File: src/rtl/seq_halt_pkg.sv
package seq_halt_pkg;
  localparam int HIST_W = 3;
  localparam int PAT_W = HIST_W + 1;
  localparam logic [PAT_W-1:0] TARGET = 4'b0110;

  typedef enum logic {
    ST_SCAN = 1'b0,
    ST_HALT = 1'b1
  } det_state_t;
endpackage

File: src/rtl/seq_halt_history.sv
module seq_halt_history #(
  parameter int W = 3
) (
  input  logic         clk,
  input  logic         rst,
  input  logic         shift_en,
  input  logic         din,
  output logic [W-1:0] hist
);
  logic [W-1:0] hist_q;

  always_ff @(posedge clk) begin
    if (rst) begin
      hist_q <= '0;
    end else if (shift_en) begin
      hist_q <= {hist_q[W-2:0], din};
    end
  end

  assign hist = hist_q;
endmodule

File: src/rtl/seq_halt_match.sv
module seq_halt_match #(
  parameter int W = 3,
  parameter logic [W:0] PAT = 4'b0110
) (
  input  logic [W-1:0] hist,
  input  logic         din,
  output logic         hit
);
  logic [W:0] window;

  always_comb begin
    window = {hist, din};
    hit = (window == PAT);
  end
endmodule

File: src/rtl/seq_halt_ctl.sv
module seq_halt_ctl
  import seq_halt_pkg::*;
(
  input  logic clk,
  input  logic rst,
  input  logic take,
  input  logic hit,
  output logic halted
);
  det_state_t state_q;

  always_ff @(posedge clk) begin
    if (rst) begin
      state_q <= ST_SCAN;
    end else if (state_q == ST_SCAN && take && hit) begin
      state_q <= ST_HALT;
    end
  end

  assign halted = (state_q == ST_HALT);
endmodule

File: src/rtl/seq_halt_detect.sv
module seq_halt_detect
  import seq_halt_pkg::*;
(
  input  logic clk,
  input  logic rst,
  input  logic in_valid,
  input  logic in_bit,
  output logic in_ready,
  output logic flag
);
  logic [HIST_W-1:0] hist_q;
  logic              hit;
  logic              halted;
  logic              take;
  logic              shift_en;

  assign in_ready = !halted;
  assign take     = in_valid && in_ready;
  assign shift_en = take && !hit;
  assign flag     = halted;

  seq_halt_history #(.W(HIST_W)) u_hist (
    .clk      (clk),
    .rst      (rst),
    .shift_en (shift_en),
    .din      (in_bit),
    .hist     (hist_q)
  );

  seq_halt_match #(.W(HIST_W), .PAT(TARGET)) u_match (
    .hist (hist_q),
    .din  (in_bit),
    .hit  (hit)
  );

  seq_halt_ctl u_ctl (
    .clk    (clk),
    .rst    (rst),
    .take   (take),
    .hit    (hit),
    .halted (halted)
  );
endmodule

File: config.mk
export PLATFORM = sky130hd
export DESIGN_NAME = seq_halt_detect
export DESIGN_NICKNAME = d
export VERILOG_FILES = /design/src/rtl/seq_halt_pkg.sv /design/src/rtl/seq_halt_history.sv /design/src/rtl/seq_halt_match.sv /design/src/rtl/seq_halt_ctl.sv /design/src/rtl/seq_halt_detect.sv
export SDC_FILE = /design/constraint.sdc
export NUM_CORES = 1
export LEC_CHECK = 0
export ABC_AREA = 1
export CAP_MARGIN = 20
export CORE_AREA = 2 2 39 41
export CTS_CLUSTER_DIAMETER = 80
export CTS_CLUSTER_SIZE = 8
export DETAILED_ROUTE_END_ITERATION = 7
export DIE_AREA = 0 0 41 43
export GPL_ROUTABILITY_DRIVEN = 0
export GPL_TIMING_DRIVEN = 1
export REMOVE_ABC_BUFFERS = 1
export SYNTH_ARGS = -nofsm -noshare
export SYNTH_HDL_FRONTEND = slang
export SYNTH_SLANG_ARGS = --single-unit
File: constraint.sdc
create_clock -name clk -period 0.83 [get_ports clk]
set_input_delay 0.166 -clock clk [delete_from_list [all_inputs] [get_ports clk]]
set_output_delay 0.166 -clock clk [all_outputs]
set_load 0.005 [all_outputs]
* Word-level counts from Yosys, hierarchy flattened *
Index checks and enable logic that the tools add are counted.

storage, ports and cells
  input port bits = 4
  memories = 0
  flip-flop bits (word level) = 4
  ROM bits = 0
  word-level logic and storage cells = 10
  memory bits (writable) = 0
  latch bits = 0
  output and inout bits = 2

cells by class
  $mul = 0
  order comparisons = 0
  $add $sub $neg = 0
  shift operators = 0
  bitwise logic cells = 1
  reductions and logical operators = 6
  equality and inequality tests = 1
  div/mod/pow operators = 0
  multiplexer cells = 0

operator list
  operator                                                         count
  4-bit by 3-bit == test with 1-bit output, second input constant  1
  1-bit logical AND                                                4
  1-bit logical NOT                                                2
  1-bit NOT                                                        1

* Depth between registers and ports, before layout *
  depth after elaboration = 4
  depth in mapped cells = 6
  mapped depth without buffers = 6

* By module *
A second synthesis with hierarchy kept.

unflattened totals
  cells, all modules = 32
  area, all modules = 197.7 sq um

by module, submodules not included
  module            cells an instance  instances  seq. area each (sq um)  area an instance (sq um)
  seq_halt_history  19                 1          60.1                    120.1
  seq_halt_ctl      4                  1          20.0                    36.3
  seq_halt_match    5                  1          0.0                     21.3
  seq_halt_detect   4                  1          0.0                     20.0

* Worst setup path before layout *
No wires, ideal clock.

  path type = register -> register
  from = reg u_ctl.state_q (netlist: u_ctl.halted)
  to = reg u_hist.hist_q[1] (netlist: u_hist.hist[1])
  data arrival time = 0.674 ns
  period minus slack after synthesis = 0.789 ns
  cell stages (with the launch flop) = 6
  setup time = 0.116 ns
  required time = 0.714 ns
  setup slack = 0.041 ns
  buffers on the path = 0
  cells stage by stage = dfxtp_1 -> inv_2 -> nand2_2 -> inv_1 -> o21ai_0 -> nor2_1

between the ends
  cells in the longest elaborated chain, start to end = 3

RTL lines
  element                   RTL line                RTL
  start: declaration        seq_halt_ctl.sv:10      det_state_t state_q;
  start signal: assignment  seq_halt_ctl.sv:14      state_q <= ST_SCAN;
  start signal: assignment  seq_halt_ctl.sv:16      state_q <= ST_HALT;
  1-bit logical NOT         seq_halt_detect.sv:17   assign in_ready = !halted;
  net in_ready              seq_halt_detect.sv:8    output logic in_ready,
  1-bit logical AND         seq_halt_detect.sv:18   assign take = in_valid && in_ready;
  1-bit logical AND         seq_halt_detect.sv:19   assign shift_en = take && !hit;
  end signal: assignment    seq_halt_history.sv:16  hist_q <= {hist_q[W-2:0], din};
  end: declaration          seq_halt_history.sv:10  logic [W-1:0] hist_q;

The timed path passes the listed nets, and every way through them passes these cells.
A chain may end at the register's enable or synchronous reset.

* Worst setup path after layout *
  from = reg u_ctl.state_q (netlist: u_ctl.halted)
  to = out in_ready

between the ends
  cells in the longest elaborated chain, start to end = 1

RTL lines
  element            RTL line
  1-bit logical NOT  seq_halt_detect.sv:17
  end: declaration   seq_halt_detect.sv:8

No other way between the ends.

==> results.py <==
metrics = {
    "status": {
        "status": "finished, violations left",
        "violations": "setup timing",
    },
    "route": {
        "route.final.wire_length_um": 356,
        "ant_nets": 0,
        "drc": 0,
        "viasPerCell": 3.61,
        "vias": 184,
        "firstDrtPassIters": 1,
        "wl_per_cell_um": 6.98,
        "drt_iter0_markers": 0,
    },
    "logic_synthesis": {
        "ys_ff_latch": 4,
        "synth_warnings": 0,
        "synth_edf_count": 0,
        "syn-cell-area_um2": 176,
        "synth_area_per_cell_um2": 7.35,
        "synth.area.top_cells": "dfxtp_1, nand2_1, inv_1",
        "synth.most_common_cell": "nand2_1",
        "synth_seq_area_share": 0.454,
        "synth_cell_types": 12,
        "synth_async_sr_flop_share": 0,
        "yosys_most_used_dff": "dfxtp_1",
        "synth.top_cell.area_share": 0.454,
        "synth_cells": 24,
        "ys_top_cells_by_count": "nand2_1, dfxtp_1, inv_1",
        "yosys.area.top_type": "dfxtp_1",
    },
    "critical_path": {
        "r2r_start": "u_ctl.halted$_SDFFE_PP0P_",
        "cp-start-kind": "flip-flop",
        "critPathCaptureType": "output pin",
        "reg2reg_slack_ps": -10,
        "rr_endpoint": "u_hist.hist[0]$_SDFFE_PP0P_",
        "worstPathArrival_ps": 700,
        "crit_required_ps": 660,
        "r2r_cells": 7,
        "critPathKind": "reg2out",
        "critical_path.max_fanout": 2,
        "cp-endpoint": "in_ready",
        "critPathLaunch": "u_ctl.halted$_SDFFE_PP0P_",
    },
    "sta": {
        "max_freq_mhz": 1160,
        "rsz0062_at_grt": "true",
        "worstMarginPinSlew_ps": 166,
        "hold_viol": 0,
        "setup_ws_ps": -33.0,
        "slew_headroom": 0.889,
        "skew_ps": 2.66,
        "setup_viol": 3,
        "tns_ps": -54.0,
        "finalCritPeriodShare": 1.04,
        "holdWs_ps": 389,
        "period_needed_ps": 863,
        "slew_violations": 0,
    },
    "final_layout": {
        "seq_area_um2": 83.8,
        "nets": 41,
        "post-route-util": 0.226,
        "final_layout_size_suffix_gt1_frac": 0.600,
        "diodes": 0,
        "multiInputGateArea_um2": 101,
        "final_area_um2": 313,
        "syn2layout_area_growth_pct": 77.3,
        "fill_cells": 160,
    },
    "floorplan": {
        "die-width_um": 41,
        "core_area_um2": 1380,
        "die_h_um": 43,
        "dieArea_um2": 1760,
        "std_cell_rows": 14,
        "start_util": 0.127,
        "pin_count": 6,
    },
    "cts": {
        "cts_hold_buf": 0,
        "htreeDepth": 1,
        "clock_latency_ps": 230,
        "max-clock-path-buffers": 2,
        "cts_root_buf": "clkbuf_4",
        "cts_tree": "built",
        "cts-buffers-inserted": 3,
        "cts_num_sinks": 4,
        "path_clk_slew_ps": 40,
    },
    "place": {
        "place_hpwl_um": 282,
        "post_dp_cell_area_um2": 262,
        "portBuffers": 5,
    },
    "global_routing": {
        "grt_pass1_vias": 171,
        "grt_pass1_wl_um": 634,
        "grt_max_degree": 4,
        "grt.overflow.total": 0,
        "antenna_found_initial": 0,
        "track_usage": 0.0622,
    },
    "pwr": {
        "power_leakage_uw": 0.000131,
        "finalPower_uw": 510,
        "powerDensity_nw_per_um2": 1630,
        "vdd_ir_drop_max_v": 0.000416,
    },
    "min_path": {
        "hp-start": "in_bit",
        "min_path_type": "in2reg",
    },
    "flow_run": {
        "maxCapViolCount": 0,
    },
}
layer usage:
layer	vias up	GRT usage	share of wire
met3	2	0.0471	0.12
li1	100	-	-
met5	-	0	0
met2	5	0.0656	0.42
met4	0	0.0800	0.022
met1	77	0.0643	0.43
per-stage QoR:
step                      instances  setup WS [ps]
final                            51          -33.0
after global routing             51          -72.5
after CTS                        50          -49.4
after detailed placement         47           -303
after global placement           47           -291
after floorplan                  24           40.6
registers in the layout, summed over array words and instances, names as in the netlist:
register and count:
u_hist.hist 3, u_ctl.halted 1
worst max-delay path, stage by stage (launching register included):
cell and delay (ps):
dfxtp_2 320, inv_2 40, buf_2 110
cell families (layout without fill, tap and decap cells):
kind of cell	count (synthesis)	after routing	synth area share
buffers and inverters	5	16	0.106
DFF	4	4	0.454
AOI/OAI and AO/OA	5	5	0.163
and+or+nand+nor	10	10	0.277
worst min-delay path by stage:
stage          cells after the start  slack [ps]                          end
3_3_place_gp                       2         470  u_hist.hist[0]$_SDFFE_PP0P_
3_5_place_dp                       2         480  u_hist.hist[0]$_SDFFE_PP0P_
5_1_grt                            3         380  u_hist.hist[0]$_SDFFE_PP0P_
2_1_floorplan                      1         230  u_hist.hist[0]$_SDFFE_PP0P_
6_report                           3         390  u_hist.hist[0]$_SDFFE_PP0P_
4_1_cts                            3         380    u_ctl.halted$_SDFFE_PP0P_
cell type report:
type,count,share of cell area
multi-input combinational,15,0.324
sequential,4,0.268
timing repair buffer,8,0.204
clock buffer,3,0.0720
inverter,5,0.0680
tap,16,0.0640
layout by cell type (no fill, tap or decap):
cell type / n
dfxtp_1: 1
nand3_1: 1
clkbuf_4: 3
a21oi_2: 1
dfxtp_2: 3
nand2_2: 3
buf_6: 1
clkdlybuf4s50_1: 1
o21ai_2: 1
nor2_4: 1
nor2_1: 2
nand2_4: 2
inv_2: 1
a21oi_1: 2
dlygate4sd2_1: 2
buf_4: 2
nand2_1: 1
inv_4: 1
inv_1: 2
o21ai_1: 1
buf_2: 2
clkinv_1: 1
timing repair:
action,4_1_cts,5_1_grt
buffers inserted,0,1
setup endpoints to repair,5,5
pin swaps,2,1
hold endpoints to repair,0,0
gates resized for setup,17,8
power by group:
part	internal, uW	switching (uW)
registers	204	8.04
clock network	161	73.3
logic	30.8	31.9
Power figures use the tool's default switching activity.
